`src/rtl/irq_seq_pkg.sv`:
```
package irq_seq_pkg;

    localparam int WORD_W   = 16;
    localparam int LVL_W    = 3;
    localparam int VEC_W    = 8;
    localparam int MODE_BIT = 15;
    localparam int LVL_LSB  = 8;
    localparam int CC_W     = 3;

    typedef logic [WORD_W-1:0] word_t;
    typedef logic [LVL_W-1:0]  lvl_t;
    typedef logic [VEC_W-1:0]  vec_t;

    typedef enum logic [2:0] {
        ST_IDLE,
        ST_PUSH_PSR,
        ST_PUSH_PC,
        ST_VEC_RD,
        ST_POP_PC,
        ST_POP_PSR
    } seq_state_e;

    // Context captured when a sequence starts.
    typedef struct packed {
        word_t pc;
        word_t psr;
        word_t sp;
        vec_t  vec;
        lvl_t  lvl;
    } frame_t;

    function automatic lvl_t psr_level(input word_t p);
        return p[LVL_LSB +: LVL_W];
    endfunction

    function automatic logic psr_is_user(input word_t p);
        return p[MODE_BIT];
    endfunction

    // Status word handed to the handler: privileged, new level, codes cleared.
    function automatic word_t entry_psr(input word_t p, input lvl_t l);
        word_t r;
        r = p;
        r[MODE_BIT] = 1'b0;
        r[LVL_LSB +: LVL_W] = l;
        r[CC_W-1:0] = '0;
        return r;
    endfunction

endpackage

```
`src/rtl/irq_gate.sv`:
```
module irq_gate
    import irq_seq_pkg::*;
(
    input  logic  idle,
    input  logic  insn_done,
    input  logic  dev_req,
    input  logic  dev_ie,
    input  lvl_t  dev_lvl,
    input  word_t cur_psr,
    output logic  take
);
    logic outranks;

    always_comb begin
        outranks = dev_lvl > psr_level(cur_psr);
        take     = idle && insn_done && dev_req && dev_ie && outranks;
    end
endmodule

```
`src/rtl/sp_bank.sv`:
```
module sp_bank
    import irq_seq_pkg::*;
#(
    parameter word_t SSP_RESET = 16'h3000
) (
    input  logic  clk,
    input  logic  rst,
    input  logic  save_usp,
    input  word_t usp_in,
    input  logic  save_ssp,
    input  word_t ssp_in,
    output word_t usp,
    output word_t ssp
);
    always_ff @(posedge clk) begin
        if (rst) begin
            usp <= '0;
            ssp <= SSP_RESET;
        end else begin
            if (save_usp) usp <= usp_in;
            if (save_ssp) ssp <= ssp_in;
        end
    end
endmodule

```
`src/rtl/irq_entry_seq.sv`:
```
module irq_entry_seq
    import irq_seq_pkg::*;
#(
    parameter word_t VEC_BASE  = 16'h0100,
    parameter word_t SSP_RESET = 16'h3000
) (
    input  logic        clk,
    input  logic        rst,
    input  logic        dev_req,
    input  logic        dev_ie,
    input  logic [2:0]  dev_lvl,
    input  logic [7:0]  dev_vec,
    input  logic        insn_done,
    input  logic        rti_req,
    input  logic [15:0] cur_pc,
    input  logic [15:0] cur_psr,
    input  logic [15:0] cur_r6,
    output logic        mem_en,
    output logic        mem_we,
    output logic [15:0] mem_addr,
    output logic [15:0] mem_wdata,
    input  logic [15:0] mem_rdata,
    output logic [15:0] nxt_pc,
    output logic [15:0] nxt_psr,
    output logic [15:0] nxt_r6,
    output logic        nxt_load,
    output logic        busy
);
    localparam word_t ONE = word_t'(1);

    seq_state_e state_q;
    frame_t     fr_q;
    logic       entry_q;

    logic  idle;
    logic  irq_ok;
    logic  go_rti;
    logic  go_irq;
    word_t usp;
    word_t ssp;
    word_t sp_start;
    word_t sp_down;
    word_t sp_up;
    logic  ret_user;

    assign idle     = (state_q == ST_IDLE) && !nxt_load;
    assign go_rti   = idle && rti_req;
    assign go_irq   = irq_ok && !rti_req;
    assign sp_start = psr_is_user(cur_psr) ? ssp : cur_r6;
    assign sp_down  = fr_q.sp - ONE;
    assign sp_up    = fr_q.sp + ONE;
    assign ret_user = (state_q == ST_POP_PSR) && psr_is_user(mem_rdata);
    assign busy     = (state_q != ST_IDLE);

    irq_gate u_gate (
        .idle      (idle),
        .insn_done (insn_done),
        .dev_req   (dev_req),
        .dev_ie    (dev_ie),
        .dev_lvl   (dev_lvl),
        .cur_psr   (cur_psr),
        .take      (irq_ok)
    );

    sp_bank #(.SSP_RESET(SSP_RESET)) u_sp (
        .clk      (clk),
        .rst      (rst),
        .save_usp (go_irq && psr_is_user(cur_psr)),
        .usp_in   (cur_r6),
        .save_ssp (ret_user),
        .ssp_in   (sp_up),
        .usp      (usp),
        .ssp      (ssp)
    );

    // Memory port: driven from the current step only.
    always_comb begin
        mem_en    = 1'b0;
        mem_we    = 1'b0;
        mem_addr  = '0;
        mem_wdata = '0;
        unique case (state_q)
            ST_PUSH_PSR: begin
                mem_en    = 1'b1;
                mem_we    = 1'b1;
                mem_addr  = sp_down;
                mem_wdata = fr_q.psr;
            end
            ST_PUSH_PC: begin
                mem_en    = 1'b1;
                mem_we    = 1'b1;
                mem_addr  = sp_down;
                mem_wdata = fr_q.pc;
            end
            ST_VEC_RD: begin
                mem_en   = 1'b1;
                mem_addr = VEC_BASE + {{(WORD_W-VEC_W){1'b0}}, fr_q.vec};
            end
            ST_POP_PC, ST_POP_PSR: begin
                mem_en   = 1'b1;
                mem_addr = fr_q.sp;
            end
            default: ;
        endcase
    end

    always_ff @(posedge clk) begin
        if (rst) begin
            state_q  <= ST_IDLE;
            fr_q     <= '0;
            entry_q  <= 1'b0;
            nxt_pc   <= '0;
            nxt_psr  <= '0;
            nxt_r6   <= '0;
            nxt_load <= 1'b0;
        end else begin
            nxt_load <= 1'b0;
            unique case (state_q)
                ST_IDLE: begin
                    if (go_rti) begin
                        fr_q.sp <= cur_r6;
                        entry_q <= 1'b0;
                        state_q <= ST_POP_PC;
                    end else if (go_irq) begin
                        fr_q.pc  <= cur_pc;
                        fr_q.psr <= cur_psr;
                        fr_q.sp  <= sp_start;
                        fr_q.vec <= dev_vec;
                        fr_q.lvl <= dev_lvl;
                        entry_q  <= 1'b1;
                        state_q  <= ST_PUSH_PSR;
                    end
                end
                ST_PUSH_PSR: begin
                    fr_q.sp <= sp_down;
                    state_q <= ST_PUSH_PC;
                end
                ST_PUSH_PC: begin
                    fr_q.sp <= sp_down;
                    state_q <= ST_VEC_RD;
                end
                ST_VEC_RD: begin
                    nxt_pc   <= mem_rdata;
                    nxt_psr  <= entry_psr(fr_q.psr, fr_q.lvl);
                    nxt_r6   <= fr_q.sp;
                    nxt_load <= 1'b1;
                    state_q  <= ST_IDLE;
                end
                ST_POP_PC: begin
                    fr_q.pc <= mem_rdata;
                    fr_q.sp <= sp_up;
                    state_q <= ST_POP_PSR;
                end
                ST_POP_PSR: begin
                    nxt_pc   <= fr_q.pc;
                    nxt_psr  <= mem_rdata;
                    nxt_r6   <= ret_user ? usp : sp_up;
                    nxt_load <= 1'b1;
                    state_q  <= ST_IDLE;
                end
                default: state_q <= ST_IDLE;
            endcase
        end
    end
endmodule

```
`config.mk`:
```
export PLATFORM = sky130hd
export DESIGN_NAME = irq_entry_seq
export DESIGN_NICKNAME = d
export VERILOG_FILES = /design/src/rtl/irq_seq_pkg.sv /design/src/rtl/irq_gate.sv /design/src/rtl/sp_bank.sv /design/src/rtl/irq_entry_seq.sv
export SDC_FILE = /design/constraint.sdc
export NUM_CORES = 1
export LEC_CHECK = 0
export BUFFER_PORTS_ARGS = -buffer_cell sky130_fd_sc_hd__buf_2
export CAP_MARGIN = 20
export CORE_UTILIZATION = 60
export CTS_CLUSTER_DIAMETER = 150
export DETAILED_ROUTE_END_ITERATION = 12
export PLACE_DENSITY_LB_ADDON = 0.25
export SETUP_SLACK_MARGIN = 0.02
export SLEW_MARGIN = 30
export SYNTH_ARGS = -nofsm -noshare
export SYNTH_HDL_FRONTEND = slang
export SYNTH_SLANG_ARGS = --single-unit
export TNS_END_PERCENT = 100
```
`constraint.sdc`:
```
create_clock -name clk -period 5.85 [get_ports clk]
set_clock_uncertainty 0.1 [all_clocks]
set_input_delay 0.585 -clock clk [delete_from_list [all_inputs] [get_ports clk]]
set_output_delay 0.585 -clock clk [all_outputs]
set_load 0.02 [all_outputs]
```
# [After elaboration in Yosys (flattened, before gate mapping)]
# Index checks and enable logic that the tools add are counted.
[word_totals] in_bits=81 wordCells=66 output_inout_bits=84 reg_bits=143
[op_classes] reduce_logical=23 eq_ne=8 n_addsub=3 n_bitwise=1 mux=18 order_cmp=1
[op_table] op="one-hot mux 16 bit (2 select lines)" n=5
[op_table] op="one-hot mux 16 bit (3 select lines)" n=2
[op_table] op="2-to-1 mux 59 bit" n=1
[op_table] op="2-to-1 mux 16 bit" n=3
[op_table] op="2-to-1 mux 32 bit" n=1
[op_table] op="adder 16 x 1 -> 16 bit (second input constant)" n=1
[op_table] op="subtractor 16 x 1 -> 16 bit (second input constant)" n=1
[op_table] op="one-hot mux 3 bit (4 select lines)" n=1
[op_table] op="adder 9 x 8 -> 10 bit (first input constant)" n=1
[op_table] op="logical AND 1 bit" n=9
[op_table] op="== test 3 x 2 -> 1 bit (second input constant)" n=2
[op_table] op="== test 3 bit (second input constant)" n=2
[op_table] op="2-to-1 mux 3 bit" n=2
[op_table] op="AND reduction 3 bit" n=2
[op_table] op="nonzero test 3 bit" n=2
[op_table] op="OR reduction 2 bit" n=3
[op_table] op="OR reduction 5 bit" n=1
[op_table] op="!= test 2 bit (second input constant)" n=2
[op_table] op="nonzero test 2 bit" n=2
[op_table] op="== test 3 x 1 -> 1 bit (second input constant)" n=1
[op_table] op="greater-than comparator 3 bit" n=1
[op_table] op="logical NOT 3 bit" n=1
[op_table] op="2-to-1 mux 1 bit" n=3
[op_table] op="!= test 3 bit (second input constant)" n=1
[op_table] op="other kinds (3)" n=4

# [Longest topological paths before layout]
# Gate-level depths: netlist (run 1).
[logic_depth] ltp_word=10 ltp_mapped=10 mapped_depth_nobuf=7

# [Hierarchy]
# From an unflattened synthesis (run 1), not the netlist that was laid out.
[hier_totals] hier_cells=957 hier_area_um2=7608.5
[modules_own_cells] module="irq_entry_seq" area_per_inst_um2=6362.4 seq_area_each_um2=2222.1 cells_each=843 n_inst=1
[modules_own_cells] module="sp_bank" area_per_inst_um2=1159.9 seq_area_each_um2=640.6 cells_each=103 n_inst=1
[modules_own_cells] module="irq_gate" area_per_inst_um2=86.3 seq_area_each_um2=0.0 cells_each=11 n_inst=1

# [Worst setup path after synthesis (run 1)]
# OpenSTA, ideal clock, no wires.
[synth_path] path_kind="register to output" start="register fr_q[11] in the netlist's numbering" end="output mem_addr[6]" slack_ps=3027 t_arrival_ps=2138 stages_incl_launch_ff=10 path_buffers=2 path_cell_list="dfxtp_1 -> buf_2 -> inv_1 -> ha_1 -> or3b_1 -> buf_2 -> o41ai_1 -> nand2_1 -> o31a_1 -> o32ai_1"
[synth_via] elab_chain_cells=2
[synth_rtl] element="start, declared" line_no="irq_entry_seq.sv:32" source="frame_t fr_q;"
[synth_rtl] element="subtractor 16 x 1 -> 16 bit" line_no="irq_entry_seq.sv:50" source="assign sp_down = fr_q.sp - ONE;"
[synth_rtl] element="one-hot mux 16 bit (3 select lines)" line_no="irq_entry_seq.sv:82" source="unique case (state_q)"
[synth_rtl] element="end, declared" line_no="irq_entry_seq.sv:20" source="output logic [15:0] mem_addr,"
# Every way passes these cells.

# [Worst setup path after layout (run 1)]
[layout_path] start="register state_q[0]" end="output mem_addr[11]"
[layout_via] elab_chain_cells=3 word_cells_on_any_way=8
[layout_rtl] element="start, declared" line_no="irq_entry_seq.sv:31" source="seq_state_e state_q;"
[layout_rtl] element="start signal, assigned" line_no="irq_entry_seq.sv:109" source="state_q <= ST_IDLE;"
[layout_rtl] element="start signal, assigned" line_no="irq_entry_seq.sv:123" source="state_q <= ST_POP_PC;"
[layout_rtl] element="start signal, assigned" line_no="irq_entry_seq.sv:131" source="state_q <= ST_PUSH_PSR;"
[layout_rtl] element="== test 3 bit (tied with other cells)" line_no="irq_entry_seq.sv:82"
[layout_rtl] element="OR reduction 2 bit"
[layout_rtl] element="one-hot mux 16 bit (3 select lines) (*)" line_no="irq_entry_seq.sv:82"
# Every way passes the cells marked *; elsewhere a longest branch is shown, timed or not.

==> results of run 1 <==
where the power goes:
part / switching [mW] / internal, mW
combinational: 0.846 / 0.460
clock: 0.420 / 0.785
sequential: 0.230 / 1.07
state kept, by name (all words and copies together), names as in the netlist:
register  count
fr_q         59
nxt_load      1
nxt_pc       16
nxt_psr      16
nxt_r6       16
state_q       3
u_sp.ssp     16
u_sp.usp     16
per-stage QoR:
| stage | power [mW] | utilization, % | cell area [um2] | setup slack [ns] |
|---|---|---|---|---|
| 6_report | 3.81 | 72.1 | 9170 | 2.02 |
| 3_3_place_gp | 2.55 | 66.9 | 8520 | 2.22 |
| 2_1_floorplan | 2.24 | - | 7910 | 3.03 |
| 3_5_place_dp | 2.56 | 67.0 | 8520 | 2.19 |
| 4_1_cts | 3.76 | 72.1 | 9170 | 1.74 |
| 5_1_grt | 3.96 | 72.1 | 9170 | 1.70 |
final cells by class:
| cell class | count | area (um2) | area share, % |
|---|---|---|---|
| clock inverters | 10 | 184 | 2.00 |
| repair buffers | 174 | 898 | 9.79 |
| diodes | 1 | 2.50 | 0.0273 |
| flip-flops and latches | 143 | 2870 | 31.2 |
| inverters | 23 | 86.3 | 0.941 |
| well taps | 172 | 215 | 2.35 |
| clock buffers | 20 | 467 | 5.09 |
| multi-input cells | 736 | 4460 | 48.6 |
cells in the final DEF, fill, tap and decap left out, types with 21 or more instances in the layout:
master	synthesis	layout
nand2_1	172	172
buf_2	33	163
dfxtp_1	143	141
a21oi_1	98	98
nor2_1	95	95
a22oi_1	38	38
nand3_1	38	38
o21ai_0	34	34
a311oi_1	31	31
inv_1	21	21
worst max-delay path: stages (launching register included):
cell and delay, ns:
dfxtp_2 0.69, nor2b_1 0.10, buf_4 0.23, o21ai_2 0.75, inv_2 0.33, o21a_1 0.21
o21ai_0 0.13, o41ai_1 0.08, buf_2 0.19
worst max path at each step:
stage / end / slack [ns] / depth (start not counted)
after floorplan: mem_addr[6] / 3.03 / 9
after global placement: mem_addr[11] / 2.22 / 8
after detailed placement: mem_addr[11] / 2.19 / 8
after CTS: mem_addr[11] / 1.74 / 8
after global routing: mem_addr[11] / 1.70 / 8
final: mem_addr[11] / 2.02 / 8
cell families after synthesis:
| family | synth area share, % |
|---|---|
| simple gates | 22.7 |
| xor+xnor | 1.99 |
| mux | 3.48 |
| compound gates | 26.9 |
| buf+inv | 7.72 |
| fa+ha+maj | 0.918 |
| flops | 36.2 |
metal layers:
layer,wire length (um),global-route usage (%)
met1,10100,49.6
met5,0,0
met3,2510,7.88
met2,11300,54.5
met4,1180,22.5
==> impl_metrics.yaml, run 1 <==
status:
  status: "finished, final reports clean"
clocking:
  cts_tree: "done"
  cts_resized: 0
  cts_buffers: 17
  clk_path_buf_depth: 2
  cts_root_buf: "clkbuf_16"
  clk_pin_slew_ns: 0.06
  holdBufCountCts: 0
  cts_sinks: 143
  post_cts_buffers: 0
  clock_latency_ns: 0.42
  htree_levels: 4
timing:
  min_period_ns: 3.83
  tightestPinTransition_ns: 0.990
  maxSlewViolCount: 0
  relSlewSlack_pct: 34.0
  setup_violations: 0
  clock.fmax_ghz: 0.261
  finalSetupTns_ns: 0
  rsz0062_at_grt: "false"
  fin_crit_sh_pct: 65.4
  whs_ns: 0.292
  hold_violations: 0
setup_path:
  r2r_slack_ns: 2.80
  critPathArrivalTime_ns: 3.14
  reg2reg_to: "fr_q[13]"
  r2r-start: "state_q[0]"
  r2r_cells: 7
  critPathMaxFanout: 30
  path_class: "reg -> out"
  crit_path_end_kind: "output pin"
  startpoint: "state_q[0]"
  crit_path_start_kind: "register"
  cp.required_ns: 5.16
yosys:
  synth_most_common_cell: "nand2_1"
  ys_ff_latch: 143
  async_reset_ff_share_pct: 0
  yosys_warnings: 0
  netlist.area_leader.share_pct: 36.2
  synth_area_leader_cell: "dfxtp_1"
  avgSynthCellArea_um2: 7.86
  ys_types: 81
  syn_inst: 1006
  synth_nets: 1092
  synth-main-ff-cell: "dfxtp_1"
  synth_area_leaders: "dfxtp_1, nand2_1, a21oi_1"
  netlist_area_mm2: 0.00791
  yosysSeqAreaShare_pct: 36.2
  synth_edf_count: 0
  netlist_top_cells_count: "nand2_1, dfxtp_1, a21oi_1"
floorplanning:
  rows: 41
  die_w_um: 117
  num_io_pins: 165
  dieHeight_um: 117
  dieArea_mm2: 0.0136
  coreArea_mm2: 0.0127
  initial_utilization_pct: 62.1
grt:
  grt_max_degree: 76
  antenna_found_initial: 0
  grt_pass1_vias: 7421
  overflow: 0
  track_usage_pct: 37.0
  grt_pass1_wl_mm: 38.5
drt:
  drc: 0
  first_pass_iters: 6
  wl_per_cell_um: 19.7
  drtAntennaViolNets: 0
  via_count: 8428
  drt_iter0_drc: 1065
  routed_wl_mm: 25.1
  viasPerCell: 6.59
pwr:
  power_density_mw_per_mm2: 415
  irDropWorstVdd_mv: 0.237
  leakagePower_nw: 3.60
placed_design:
  placed_cells: 1248
  place_congestion: 0.908
  dp_hpwl_mm: 15.9
  io_buffers: 164
cells_and_area:
  final_nets: 1181
  finalNonFillerCells: 1279
  fillers: 1088
  syn_to_final_growth_pct: 16.0
  drive_above_1_share_pct: 23.8
worst_hold_path:
  min-delay-start: "cur_psr[4]"
  hold_class: "in -> reg"
  holdPathEnd: "fr_q[31]"
  holdPathStages: 3
job:
  cap_viol_max_count: 0
No activity file was read; power rests on OpenSTA's default activity.
==> run 2, diff against run 1 <==
CORE_UTILIZATION = 50   (was 60)
clock period = 3.52 ns   (was 5.85 ns; I/O delays follow)
==> run 2 against run 1 <==
Against the previous run:
- non-clock buffer count is 16 higher
- combinational power is 71% higher
- power is 62% higher
- hold slack worse by 0.23 ns
- sequential power is 62% higher
- largest power group unchanged
==> impl_metrics.yaml, run 2 (same netlist as run 1, synthesis figures left out) <==
status:
  status: "finished, final reports clean"
clocking:
  clk_pin_slew_ns: 0.06
  clk_path_buf_depth: 2
  cts_sinks: 143
  cts_tree: "done"
  cts_resized: 0
  holdBufCountCts: 0
  clock_latency_ns: 0.43
  cts_buffers: 17
  post_cts_buffers: 0
  cts_root_buf: "clkbuf_16"
  htree_levels: 4
timing:
  setup_violations: 0
  finalSetupTns_ns: 0
  worst_slack_ns: 0.266
  tightestPinTransition_ns: 0.788
  relSlewSlack_pct: 47.4
  clock.fmax_ghz: 0.307
  hold_violations: 0
  maxSlewViolCount: 0
  fin_crit_sh_pct: 92.5
  min_period_ns: 3.25
  rsz0062_at_grt: "false"
setup_path:
  crit_path_start_kind: "register"
  cp.buffers_inverters: 2
  critPathArrivalTime_ns: 2.80
  cp.required_ns: 3.07
  slowest_delay_ns: 0.62
  crit_chain: "inv_1 -> ha_1 -> or3b_1 -> nor2_8 -> xnor2_1 -> o31a_1 -> o32ai_1 -> buf_2"
  crit_path_end_kind: "output pin"
  path_class: "reg -> out"
  cp_slowest_cell: "dfxtp_1"
  path_delay_family: "flip-flops"
  critPathMaxFanout: 12
cells_and_area:
  syn_to_final_growth_pct: 17.5
  largest_reg_flops: 59
  drive_above_1_share_pct: 24.2
  mostFrequentLayoutCells: "nand2_1, buf_2, dfxtp_1, a21oi_1, nor2_1"
  post-route-util_pct: 60.7
  final_nets: 1197
  multi_input_area_mm2: 0.00445
  final_common_cell: "nand2_1"
  regMostFlops: "fr_q"
  fillers: 1447
  fin_area_mm2: 0.00929
  layout.area.seq_mm2: 0.00286
placed_design:
  pre_cts_ws_ns: 0.754
  io_buffers: 164
  place_congestion: 0.920
  dp_hpwl_mm: 17.5
  place_area_mm2: 0.00869
grt:
  track_usage_pct: 31.7
  antenna_found_initial: 1
  grt_pass1_vias: 7410
  grt_max_degree: 139
  grt_pass1_wl_mm: 40.0
  overflow: 0
drt:
  first_pass_iters: 7
  wl_per_cell_um: 19.5
  via_count: 8194
  drc: 0
  viasPerCell: 6.13
  routed_wl_mm: 26.1
  drtAntennaViolNets: 0
  drt_iter0_drc: 921
floorplanning:
  coreArea_mm2: 0.0153
  die_w_um: 128
  dieHeight_um: 128
  initial_utilization_pct: 51.6
  dieArea_mm2: 0.0163
  num_io_pins: 165
  rows: 45
pwr:
  irDropWorstVdd_mv: 0.411
  leakagePower_nw: 3.65
  power_density_mw_per_mm2: 666
job:
  cap_viol_max_count: 0
worst_hold_path:
  hold_class: "in -> reg"
-- run 2: changes by cell type in the layout (fill, tap and decap cells not counted), sizes merged --
cell / delta
bufinv: -2
clkbuf: +7
inv: -1
clkinv: -1
clkinvlp: -1
buf: +16
-- run 2: path summary, 6_finish.rpt --
path	from	endpoint	slack [ns]	cells past startpoint
setup / recovery	fr_q[11]	mem_addr[6]	0.27	8
hold / removal	cur_psr[14]	fr_q[41]	0.06	3
setup reg to reg	fr_q[15]	fr_q[25]	0.80	5
hold reg to reg	fr_q[5]	fr_q[5]	0.35	2
-- run 2: stage by stage --
step,cells,hold slack (ns),power [mW]
finish,1336,0.0607,6.19
global route,1336,0.0640,6.45
CTS,1335,0.0484,6.16
detailed placement,1303,0.347,4.32
global placement,1303,0.342,4.30
floorplan,1006,0.331,3.72
-- run 2: worst register-to-register path: stages, from the launching register on --
cell     delay [ns]
dfxtp_1        0.70
nand3_1        0.56
nor4_1         0.49
xnor2_1        0.25
o32ai_1        0.15
o311a_1        0.35
-- run 2: cell type report --
cell class | instances | share of cell area [%]
Antenna cell | 1 | 0.0269
Clock buffer | 27 | 5.30
Clock inverter | 5 | 1.10
Inverter | 23 | 0.929
Multi-Input combinational cell | 736 | 47.9
Sequential cell | 143 | 30.8
Tap cell | 211 | 2.84
Timing Repair Buffer | 190 | 11.1
-- run 2: report_power, final --
part / total (mW) / internal (mW) / leakage [nW] / switching, mW
Combinational: 2.24 / 0.806 / 2.21 / 1.43
Clock: 1.83 / 1.17 / 0.286 / 0.664
Sequential: 2.11 / 1.77 / 1.16 / 0.341
Total: 6.19 / 3.75 / 3.65 / 2.44
-- run 2: per-layer routing --
metal / up-vias / global-route usage [%] / share of wire, %
li1: 3842 / - / -
met1: 3848 / 43.9 / 43
met2: 438 / 47.8 / 45
met3: 66 / 5.30 / 8.7
met4: 0 / 15.1 / 3.4
met5: - / 0 / 0
==> run 3, diff against run 2 <==
--- a/config.mk
+++ b/config.mk
@@ -13,4 +13,5 @@
 export PLACE_DENSITY_LB_ADDON = 0.25
 export SETUP_SLACK_MARGIN = 0.02
+export SKIP_LAST_GASP = 1
 export SLEW_MARGIN = 30
 export SYNTH_ARGS = -nofsm -noshare
==> constraint.sdc (replaced) <==
create_clock -name clk -period 3.52 [get_ports clk]
set_clock_uncertainty 0.1 [all_clocks]
set_input_delay 0.704 -clock clk [delete_from_list [all_inputs] [get_ports clk]]
set_output_delay 0.704 -clock clk [all_outputs]
set_load 0.02 [all_outputs]
==> run 3 against run 2 <==
Against the previous run:
- sequential cell count unchanged
- count of clock-buffer cells in the layout did not move
- largest power group unchanged
- cell area increased by 0.28%
- clock power fell by 7%
==> impl_metrics.yaml, run 3 (same netlist as run 1, synthesis figures left out) <==
placed_design:
  place_congestion: 0.883
  dp_hpwl_mm: 17.8
  io_buffers: 164
timing:
  tightestPinTransition_ns: 0.814
  relSlewSlack_pct: 45.7
  finalSetupTns_ns: 0
  setup_violations: 0
  fin_crit_sh_pct: 94.0
  min_period_ns: 3.31
  hold_violations: 0
  clock.fmax_ghz: 0.302
  maxSlewViolCount: 0
  rsz0062_at_grt: "false"
cells_and_area:
  syn_to_final_growth_pct: 17.9
  drive_above_1_share_pct: 24.9
  mostFrequentLayoutCells: "nand2_1, buf_2, dfxtp_1, a21oi_1, nor2_1"
  regMostFlops: "fr_q"
  largest_reg_flops: 59
  final_nets: 1202
  final_common_cell: "nand2_1"
  fillers: 1443
  post-route-util_pct: 60.8
  diodes: 0
drt:
  via_count: 8286
  drtAntennaViolNets: 0
  drc: 0
  viasPerCell: 6.19
  drt_iter0_drc: 1019
  routed_wl_mm: 26.2
  wl_per_cell_um: 19.6
  first_pass_iters: 8
worst_hold_path:
  min-delay-start: "fr_q[35]"
  hold_class: "reg -> reg"
setup_path:
  critPathArrivalTime_ns: 2.51
  path_delay_family: "simple AND/OR/NAND/NOR gates"
  startpoint: "fr_q[13]"
  cp_slowest_cell: "or4_1"
  crit_path_start_kind: "register"
  critPathMaxFanout: 19
  cp.required_ns: 2.72
  path_class: "reg -> out"
  r2r-start: "state_q[1]"
  crit_path_end_kind: "output pin"
  crit_chain: "or4_1 -> o31ai_1 -> a21oi_1 -> a21o_1 -> buf_2"
  slowest_delay_ns: 0.75
  cp.buffers_inverters: 1
clocking:
  cts_buffers: 17
  clk_path_buf_depth: 2
  cts_root_buf: "clkbuf_16"
  cts_sinks: 143
  htree_levels: 4
  post_cts_buffers: 0
  clk_pin_slew_ns: 0.06
  cts_tree: "done"
  clock_latency_ns: 0.43
floorplanning:
  dieHeight_um: 128
  dieArea_mm2: 0.0163
  die_w_um: 128
  coreArea_mm2: 0.0153
  initial_utilization_pct: 51.6
  num_io_pins: 165
  rows: 45
job:
  cap_viol_max_count: 0
pwr:
  seqPwrFrac_pct: 33.7
  p_clk_share_pct: 27.7
  switchingPower_mw: 2.47
  irDropWorstVdd_mv: 0.498
  leakagePower_nw: 3.67
  power_density_mw_per_mm2: 657
  switching_share_pct: 40.4
  combPwrFrac_pct: 38.6
  internal_power_mw: 3.65
grt:
  antenna_found_initial: 0
  track_usage_pct: 31.9
  grt_max_degree: 92
  grt_pass1_wl_mm: 40.1
  grt_pass1_vias: 7301
  overflow: 0
status:
  status: "finished, final reports clean"
-- run 3: cell count changes in the layout (fill, tap and decap cells not counted), moves of 3 or more --
cell,delta
buf_4,+4
bufinv_16,-3
clkbuf_1,-4
clkbuf_8,+4
-- run 3: worst paths after layout --
path            endpoint  slack [ns]  depth (start not counted)
max          mem_addr[9]        0.21                          5
min             fr_q[35]        0.35                          2
max reg2reg     fr_q[25]        0.73                          5
min reg2reg     fr_q[35]        0.35                          2
-- run 3: timing repair --
item                                    4_1_cts  5_1_grt
hold buffers                                  0        0
gates resized for setup                       0        3
hold endpoints to repair                      0        0
endpoints found under the setup margin        0        5
-- run 3: metrics by stage --
stage               cell area (um2)  instances  total power [mW]  hold slack, ns  setup WS, ns
CTS                            9300       1339              6.05           0.354         0.113
global placement               8740       1308              4.34           0.342         0.606
floorplan                      7910       1006              3.72           0.331         0.578
detailed placement             8740       1308              4.36           0.347         0.581
global route                   9320       1339              6.40           0.370        0.0950
finish                         9320       1339              6.12           0.353         0.210
-- run 3: final cells by class --
type,instances,area (um2),area share (%)
Clock inverter,4,25.0,0.269
Multi-Input combinational cell,736,4470,47.9
Clock buffer,27,533,5.72
Sequential cell,143,2860,30.7
Tap cell,211,264,2.83
Inverter,23,86.3,0.926
Timing Repair Buffer,195,1080,11.6
-- run 3: power groups by stage --
stage	combinational (mW)	clock [mW]	sequential (mW)
3_5_place_dp	2.28	0	2.08
6_report	2.36	1.70	2.06
4_1_cts	2.30	1.71	2.05
2_1_floorplan	1.79	0	1.94
3_3_place_gp	2.27	0	2.08
5_1_grt	2.53	1.78	2.08
-- run 3: tightest hold or removal path, stage by stage, from the launching register on --
cell and delay [ns]:
dfxtp_1 0.30, nand2_1 0.05, a21oi_1 0.05
-- run 3: per-layer routing --
metal	track usage [%]	wire length, um	vias up
met5	0	0	-
met4	15.4	1010	0
met3	5.84	2450	79
met2	47.6	11700	486
met1	44.3	11000	3875
li1	-	-	3846
